<file path="config.mk">
export PLATFORM = sky130hd
export DESIGN_NAME = qpr_ctrl
export DESIGN_NICKNAME = d
export VERILOG_FILES = /design/src/rtl/qpr_pkg.sv /design/src/rtl/qpr_clkgen.sv /design/src/rtl/qpr_rxcap.sv /design/src/rtl/qpr_ctrl.sv
export SDC_FILE = /design/constraint.sdc
export NUM_CORES = 1
export LEC_CHECK = 0
export ABC_CLOCK_PERIOD_IN_PS = 2600
export CORE_ASPECT_RATIO = 0.8
export CORE_UTILIZATION = 48
export CTS_BUF_LIST = sky130_fd_sc_hd__clkbuf_16
export DETAILED_ROUTE_END_ITERATION = 8
export GPL_TIMING_DRIVEN = 1
export PLACE_DENSITY = 0.76
export SLEW_MARGIN = 20
export SYNTH_ARGS = -nofsm -noshare
export SYNTH_HDL_FRONTEND = slang
export SYNTH_SLANG_ARGS = --single-unit
</file>
<file path="constraint.sdc">
create_clock -name clk -period 2.6 [get_ports clk]
set_input_delay 0.52 -clock clk [delete_from_list [all_inputs] [get_ports clk]]
set_output_delay 0.52 -clock clk [all_outputs]
set_load 0.005 [all_outputs]
</file>
<file path="src/rtl/qpr_pkg.sv">
// Shared types and decode helpers for the nibble-bus RAM controller.
// Assumes the ratio is one of 2, 3 or 4 and the phase fits in two bits.
package qpr_pkg;

    typedef enum logic [2:0] {
        ST_IDLE = 3'd0,
        ST_CMD  = 3'd1,
        ST_WAIT = 3'd2,
        ST_XFER = 3'd3,
        ST_TAIL = 3'd4,
        ST_GAP  = 3'd5
    } qpr_state_e;

    // Maps the ratio code to system clocks per memory clock.
    function automatic logic [2:0] qpr_div_decode(input logic [1:0] code);
        case (code)
            2'b01:   return 3'd3;
            2'b10:   return 3'd4;
            default: return 3'd2;
        endcase
    endfunction

    // Memory clock level for a given phase and ratio.
    function automatic logic qpr_sck_level(input logic [1:0] ph, input logic [2:0] div);
        case (div)
            3'd3:    return (ph == 2'd2);
            3'd4:    return (ph == 2'd1) || (ph == 2'd2);
            default: return (ph == 2'd1);
        endcase
    endfunction

endpackage

</file>
<file path="src/rtl/qpr_clkgen.sv">
// Memory clock generator: a phase counter over the chosen ratio and a
// registered clock output. Phase 0 is the first system cycle of a memory cycle.
// Assumes div stays constant while run is high.
module qpr_clkgen
    import qpr_pkg::*;
(
    input  logic       clk,
    input  logic       rst_n,
    input  logic       run,
    input  logic [2:0] div,
    output logic       sck,
    output logic       tick
);

    logic [1:0] ph;

    // Last system cycle of the current memory cycle.
    assign tick = run && ({1'b0, ph} == (div - 3'd1));

    // Advance the phase and register the clock level of the next phase.
    always_ff @(posedge clk) begin
        if (!rst_n) begin
            ph  <= 2'd0;
            sck <= 1'b0;
        end else if (run && !tick) begin
            ph  <= ph + 2'd1;
            sck <= qpr_sck_level(ph + 2'd1, div);
        end else begin
            ph  <= 2'd0;
            sck <= 1'b0;
        end
    end

    AST_HIGH_ONE_AT_3: assert property (@(posedge clk) disable iff (!rst_n)
        (div == 3'd3) && $rose(sck) |=> !sck);
    AST_HIGH_TWO_AT_4: assert property (@(posedge clk) disable iff (!rst_n)
        (div == 3'd4) && $rose(sck) |=> sck);

endmodule

</file>
<file path="src/rtl/qpr_rxcap.sv">
// Read capture: waits 'delay' system clocks after arm, then samples one nibble
// every 'div' clocks until last+1 nibbles are in, packing them high nibble first.
// Assumes arm comes only while idle.
module qpr_rxcap #(
    parameter int NIB_W = 5,
    parameter int DLY_W = 5
) (
    input  logic             clk,
    input  logic             rst_n,
    input  logic             arm,
    input  logic [DLY_W-1:0] delay,
    input  logic [2:0]       div,
    input  logic [NIB_W-1:0] last,
    input  logic [3:0]       dq_i,
    output logic [7:0]       rd_data,
    output logic             rd_valid,
    output logic             idle
);

    logic             act;
    logic [DLY_W-1:0] dcnt;
    logic [1:0]       sp;
    logic [NIB_W-1:0] nib;
    logic [3:0]       hi_nib;

    assign idle = !act;

    // Delay countdown, then sampling on the ratio grid.
    always_ff @(posedge clk) begin
        if (!rst_n) begin
            act      <= 1'b0;
            dcnt     <= '0;
            sp       <= 2'd0;
            nib      <= '0;
            hi_nib   <= 4'd0;
            rd_data  <= 8'd0;
            rd_valid <= 1'b0;
        end else begin
            rd_valid <= 1'b0;
            if (arm) begin
                act  <= 1'b1;
                dcnt <= delay;
                sp   <= 2'd0;
                nib  <= '0;
            end else if (act) begin
                if (dcnt != '0) begin
                    dcnt <= dcnt - 1'b1;
                end else begin
                    if (sp == 2'd0) begin
                        if (!nib[0]) begin
                            hi_nib <= dq_i;
                        end else begin
                            rd_data  <= {hi_nib, dq_i};
                            rd_valid <= 1'b1;
                        end
                        if (nib == last) act <= 1'b0;
                        nib <= nib + 1'b1;
                    end
                    sp <= ({1'b0, sp} == (div - 3'd1)) ? 2'd0 : sp + 2'd1;
                end
            end
        end
    end

    AST_ARM_WHEN_IDLE: assert property (@(posedge clk) disable iff (!rst_n)
        arm |-> !act);

endmodule

</file>
<file path="src/rtl/qpr_ctrl.sv">
// Top of the nibble-bus RAM controller: request sequencer, header and write
// shifter, chip-select hold and gap. Assumes CMD_W+ADDR_W is a multiple of 4
// and the device needs WAIT_MC memory clocks of read latency.
module qpr_ctrl
    import qpr_pkg::*;
#(
    parameter int CMD_W     = 8,
    parameter int ADDR_W    = 24,
    parameter int LEN_W     = 4,
    parameter int DLY_W     = 5,
    parameter int WAIT_MC   = 5,
    parameter int SYS_NS    = 20,
    parameter int CS_GAP_NS = 18
) (
    input  logic              clk,
    input  logic              rst_n,
    input  logic [1:0]        cfg_div,
    input  logic [DLY_W-1:0]  cfg_delay,
    input  logic              req_start,
    input  logic              req_write,
    input  logic [CMD_W-1:0]  req_cmd,
    input  logic [ADDR_W-1:0] req_addr,
    input  logic [LEN_W-1:0]  req_len,
    input  logic [7:0]        wr_data,
    output logic              wr_take,
    output logic [7:0]        rd_data,
    output logic              rd_valid,
    output logic              busy,
    output logic              done,
    output logic              pram_cs_n,
    output logic              pram_sck,
    output logic [3:0]        pram_dq_o,
    output logic              pram_dq_oe,
    input  logic [3:0]        pram_dq_i
);

    localparam int HDR_W   = CMD_W + ADDR_W;
    localparam int HDR_NIB = HDR_W / 4;
    localparam int NIB_W   = LEN_W + 1;
    localparam int MC_W    = ((NIB_W > 4) ? NIB_W : 4) + 1;
    localparam int CSH_RAW = (CS_GAP_NS + SYS_NS - 1) / SYS_NS;
    localparam int CSH_CYC = (CSH_RAW < 1) ? 1 : CSH_RAW;
    localparam int CNT_W   = $clog2(CSH_CYC + 5) + 1;

    qpr_state_e       state;
    logic [2:0]       div_q;
    logic [DLY_W-1:0] dly_q;
    logic             wr_q;
    logic [LEN_W-1:0] len_q;
    logic [MC_W-1:0]  mcnt;
    logic [CNT_W-1:0] cnt;
    logic [HDR_W-1:0] sh;
    logic             run, tick, arm, rx_idle;
    logic [MC_W-1:0]  last_nib;
    logic [CNT_W-1:0] hi_run;

    assign run       = (state == ST_CMD) || (state == ST_WAIT) || (state == ST_XFER);
    assign last_nib  = MC_W'({len_q, 1'b1});
    assign arm       = (state == ST_WAIT) && tick && (mcnt == MC_W'(WAIT_MC - 1));
    assign pram_dq_o = sh[HDR_W-1 -: 4];
    assign busy      = (state != ST_IDLE);
    assign wr_take   = wr_q && tick &&
                       (((state == ST_CMD) && (mcnt == MC_W'(HDR_NIB - 1))) ||
                        ((state == ST_XFER) && mcnt[0] && (mcnt != last_nib)));

    qpr_clkgen u_clk (
        .clk   (clk),
        .rst_n (rst_n),
        .run   (run),
        .div   (div_q),
        .sck   (pram_sck),
        .tick  (tick)
    );

    qpr_rxcap #(.NIB_W(NIB_W), .DLY_W(DLY_W)) u_rx (
        .clk      (clk),
        .rst_n    (rst_n),
        .arm      (arm),
        .delay    (dly_q),
        .div      (div_q),
        .last     (NIB_W'({len_q, 1'b1})),
        .dq_i     (pram_dq_i),
        .rd_data  (rd_data),
        .rd_valid (rd_valid),
        .idle     (rx_idle)
    );

    // Transaction sequencer: header, wait, data, hold, gap.
    always_ff @(posedge clk) begin
        if (!rst_n) begin
            state      <= ST_IDLE;
            div_q      <= 3'd2;
            dly_q      <= '0;
            wr_q       <= 1'b0;
            len_q      <= '0;
            mcnt       <= '0;
            cnt        <= '0;
            sh         <= '0;
            pram_cs_n  <= 1'b1;
            pram_dq_oe <= 1'b0;
            done       <= 1'b0;
        end else begin
            done <= 1'b0;
            case (state)
                ST_IDLE: if (req_start) begin
                    state      <= ST_CMD;
                    pram_cs_n  <= 1'b0;
                    pram_dq_oe <= 1'b1;
                    sh         <= {req_cmd, req_addr};
                    div_q      <= qpr_div_decode(cfg_div);
                    dly_q      <= cfg_delay;
                    wr_q       <= req_write;
                    len_q      <= req_len;
                    mcnt       <= '0;
                end
                ST_CMD: if (tick) begin
                    if (mcnt == MC_W'(HDR_NIB - 1)) begin
                        mcnt <= '0;
                        if (wr_q) begin
                            state             <= ST_XFER;
                            sh[HDR_W-1 -: 8]  <= wr_data;
                        end else begin
                            state      <= ST_WAIT;
                            pram_dq_oe <= 1'b0;
                        end
                    end else begin
                        mcnt <= mcnt + 1'b1;
                        sh   <= sh << 4;
                    end
                end
                ST_WAIT: if (tick) begin
                    if (mcnt == MC_W'(WAIT_MC - 1)) begin
                        state <= ST_XFER;
                        mcnt  <= '0;
                    end else begin
                        mcnt <= mcnt + 1'b1;
                    end
                end
                ST_XFER: if (tick) begin
                    if (mcnt == last_nib) begin
                        state      <= ST_TAIL;
                        pram_dq_oe <= 1'b0;
                        cnt        <= '0;
                    end else begin
                        mcnt <= mcnt + 1'b1;
                        if (mcnt[0]) sh[HDR_W-1 -: 8] <= wr_data;
                        else         sh <= sh << 4;
                    end
                end
                ST_TAIL: begin
                    if ((cnt >= CNT_W'(div_q - 3'd1)) && (wr_q || rx_idle)) begin
                        state     <= ST_GAP;
                        pram_cs_n <= 1'b1;
                        cnt       <= '0;
                    end else if (cnt < CNT_W'(div_q - 3'd1)) begin
                        cnt <= cnt + 1'b1;
                    end
                end
                ST_GAP: begin
                    if (cnt == CNT_W'(CSH_CYC - 1)) begin
                        state <= ST_IDLE;
                        done  <= 1'b1;
                    end else begin
                        cnt <= cnt + 1'b1;
                    end
                end
                default: state <= ST_IDLE;
            endcase
        end
    end

    // Count of chip-select high cycles, saturating, for the gap check.
    always_ff @(posedge clk) begin
        if (!rst_n)                         hi_run <= CNT_W'(CSH_CYC);
        else if (!pram_cs_n)                hi_run <= '0;
        else if (hi_run < CNT_W'(CSH_CYC))  hi_run <= hi_run + 1'b1;
    end

    AST_NO_CLK_WHEN_DESELECTED: assert property (@(posedge clk) disable iff (!rst_n)
        pram_cs_n |-> !pram_sck);
    AST_BUS_FLOAT_IN_WAIT: assert property (@(posedge clk) disable iff (!rst_n)
        (state == ST_WAIT) |-> !pram_dq_oe);
    AST_CS_GAP_MIN: assert property (@(posedge clk) disable iff (!rst_n)
        $fell(pram_cs_n) |-> (hi_run >= CNT_W'(CSH_CYC)));
    AST_CAPTURE_BEFORE_DESELECT: assert property (@(posedge clk) disable iff (!rst_n)
        $rose(pram_cs_n) |-> rx_idle);

endmodule

</file>
==> results.json <==
{
  "arrival_ns": 1.99,
  "drt-vias-per-instance": 5.541,
  "fin_util_pct": 64.41,
  "synthTopCellsByCount": "93 x nand2_1, 90 x dfxtp_1, 61 x nor2_1",
  "synth_warnings": 0,
  "netlist_area_sq_um": 4557,
  "fin_crit_ns": 2.506,
  "die_w_um": 110.9,
  "ys_top_cells_by_area": "dfxtp_1 40%, nand2_1 7.7%, mux2i_1 5.1%",
  "design.die.area_sq_um": 9890,
  "critical_path.cell_chain": "buf_4 -> xor2_1 -> or3_4 -> nor2_4 -> o22a_1 -> nor3_1 -> dlygate4sd2_1",
  "cts.sinks": 90,
  "h-tree-depth": 3,
  "core_region_area_sq_um": 9115,
  "seq_area_frac_synth_pct": 39.54,
  "area_growth_pct": 28.83,
  "wl_um": 10870,
  "grt_pass1_vias": 3940,
  "syn_avg_cell_area_sq_um": 8.152,
  "drive_above_1_share_pct": 8.621,
  "synth_top_cell_area_share_pct": 39.54,
  "globalplace.congestion": 0.9206,
  "placed_cells": 736,
  "crit_fanout": 5,
  "clock_latency_ns": 0.35,
  "rrSetupSlack_ns": 0.10,
  "max_clock_freq_mhz": 399.0,
  "ir_drop_uv": 443.6,
  "cp-start-kind": "register",
  "dr_total_vias": 4172,
  "yosysTopAreaCell": "dfxtp_1",
  "worstSetupPathType": "reg2out",
  "fin_crit_sh_pct": 96.38,
  "maxSlewViolCount": 0,
  "drt_iter0_drc": 251,
  "cap_violations": 0,
  "stdcell_count": 753,
  "power.leakage_nw": 2.191,
  "synth.most_common_cell": "nand2_1",
  "cp-end-kind": "primary output",
  "grt_max_degree": 45,
  "cts_buffers": 9,
  "portBuffers": 77,
  "synthCells": 559,
  "synth_async_sr_flop_share_pct": 0,
  "cts_tree": "yes",
  "grt-ovfl-total": 0,
  "die_y_um": 89.15,
  "rows": 31,
  "wire_per_inst_um": 14.44,
  "layout.nets": 708,
  "start_util_pct": 49.99,
  "synth_edf_count": 0,
  "io_pins": 78,
  "cpMaxStageDelayCell": "or3_4",
  "track_usage_pct": 22.35,
  "synth_ff_type": "dfxtp_1",
  "fin_tns_setup_ns": 0,
  "synthesis.nets": 634,
  "grt_antenna_before_repair": 0,
  "clockBufferDepth": 2,
  "grt_pass1_wl_um": 17830,
  "drc": 0,
  "dr.pass1.iters": 5,
  "slew_headroom_pct": 52.75,
  "skew_ns": 0.006900,
  "cts.clk_slew.worst_paths_ns": 0.06,
  "dp.final_hpwl_um": 7560,
  "postCtsHoldBufs": 0,
  "rsz0062_at_grt": "false",
  "synth_cell_types": 53,
  "ant_nets": 0,
  "n_antenna_cell": 0,
  "power-per-cell-area_nw_per_um2": 575.7,
  "cp_slowest_stage_delay_ns": 0.42,
  "outcome": "finished clean",
  "synth-seq-cells": 90,
  "cp.required_ns": 2.08,
  "hold_viol_final": 0,
  "hold_path_class": "reg2reg",
  "root_buffer": "clkbuf_16",
  "setup_viol": 0,
  "worst_slew_pin_slew_ns": 0.7063
}
cells in the final DEF (no fill, tap or decap), types with 8 or more instances in the layout:
cell / instances
inv_1: 24
a21oi_1: 31
a311oi_1: 21
clkdlybuf4s50_1: 76
buf_4: 22
o21ai_0: 24
nand2b_1: 9
mux2i_1: 23
clkbuf_16: 9
ha_1: 16
nand2_1: 93
dfxtp_1: 90
nand3_1: 19
nand4_1: 8
nor2_1: 59
o211ai_1: 9
xor2_1: 11
per-layer routing:
layer	up-vias	GRT usage, %	part of all wire [%]
li1	2105	-	-
met1	1938	28.79	47
met2	113	37.61	47
met3	16	5.085	5.3
met4	0	7.515	1.2
met5	-	0	0
power by group:
group,switching (mW),internal [mW]
Combinational,0.261,0.245
Sequential,0.0500,1.45
Clock,0.535,0.833
area by class of cell:
type,instances,area [sq um]
fillers,766,3244
multi-input cells,409,2555
flip-flops and latches,90,1802
repair buffers,101,974.7
clock buffers,9,225.2
well taps,115,143.9
clock inverters,7,87.58
inverters,22,82.58
critical path, delay by kind of cell (launching register included):
| family | cells | cell delay, ns |
|---|---|---|
| xor gates and xnor gates | 1 | 0.17 |
| AOI/OAI and AO/OA | 1 | 0.14 |
| and+or+nand+nor | 3 | 0.57 |
| buffers and inverters | 2 | 0.42 |
| DFF | 1 | 0.33 |
repair_timing:
action	in CTS	in global routing
buffers inserted	1	0
pin swaps	1	1
endpoints found under the setup margin	2	6
resized for setup	5	4
flip-flops by register name, summed over array words and instances, names as in the netlist:
signal / count
pram_dq_oe: 1
u_rx.act: 1
state: 3
u_clk.ph: 2
u_rx.sp: 2
len_q: 4
u_rx.rd_data: 8
u_clk.sck: 1
u_rx.hi_nib: 4
u_rx.rd_valid: 1
mcnt: 6
u_rx.dcnt: 5
div_q: 3
dly_q: 5
sh: 32
cnt: 4
u_rx.nib: 5
pram_cs_n: 1
done: 1
wr_q: 1
kinds of logic (layout without fill, tap and decap cells):
group,after synthesis,after routing,synth area share [%]
multiplexers,25,25,5.546
XOR/XNOR,20,20,4.009
buffers and inverters,60,139,5.656
adder cells (fa/ha/maj),16,16,4.393
AO/OA/AOI/OAI,119,119,17.90
flip-flops,90,90,39.54
AND/OR/NAND/NOR,229,229,22.95
worst paths after layout:
check,start,endpoint,cells past startpoint
setup / recovery,mcnt[3],wr_take,7
hold / removal,dly_q[4],dly_q[4],2
setup reg to reg,div_q[0],cnt[2],9
hold reg to reg,dly_q[4],dly_q[4],2
through the flow:
stage               hold WS [ns]  instance area [sq um]  power, mW  worst slack [ns]
global route              0.4838                   5871      3.526          0.005563
global placement          0.4463                   5502      2.007            0.1384
detailed placement        0.4501                   5502      2.021           0.03099
floorplan                 0.4357                   4557      1.824            0.1534
finish                    0.4570                   5871      3.379           0.09400
CTS                       0.4588                   5843      3.393           0.02641
(Power assumes the default switching activity.)
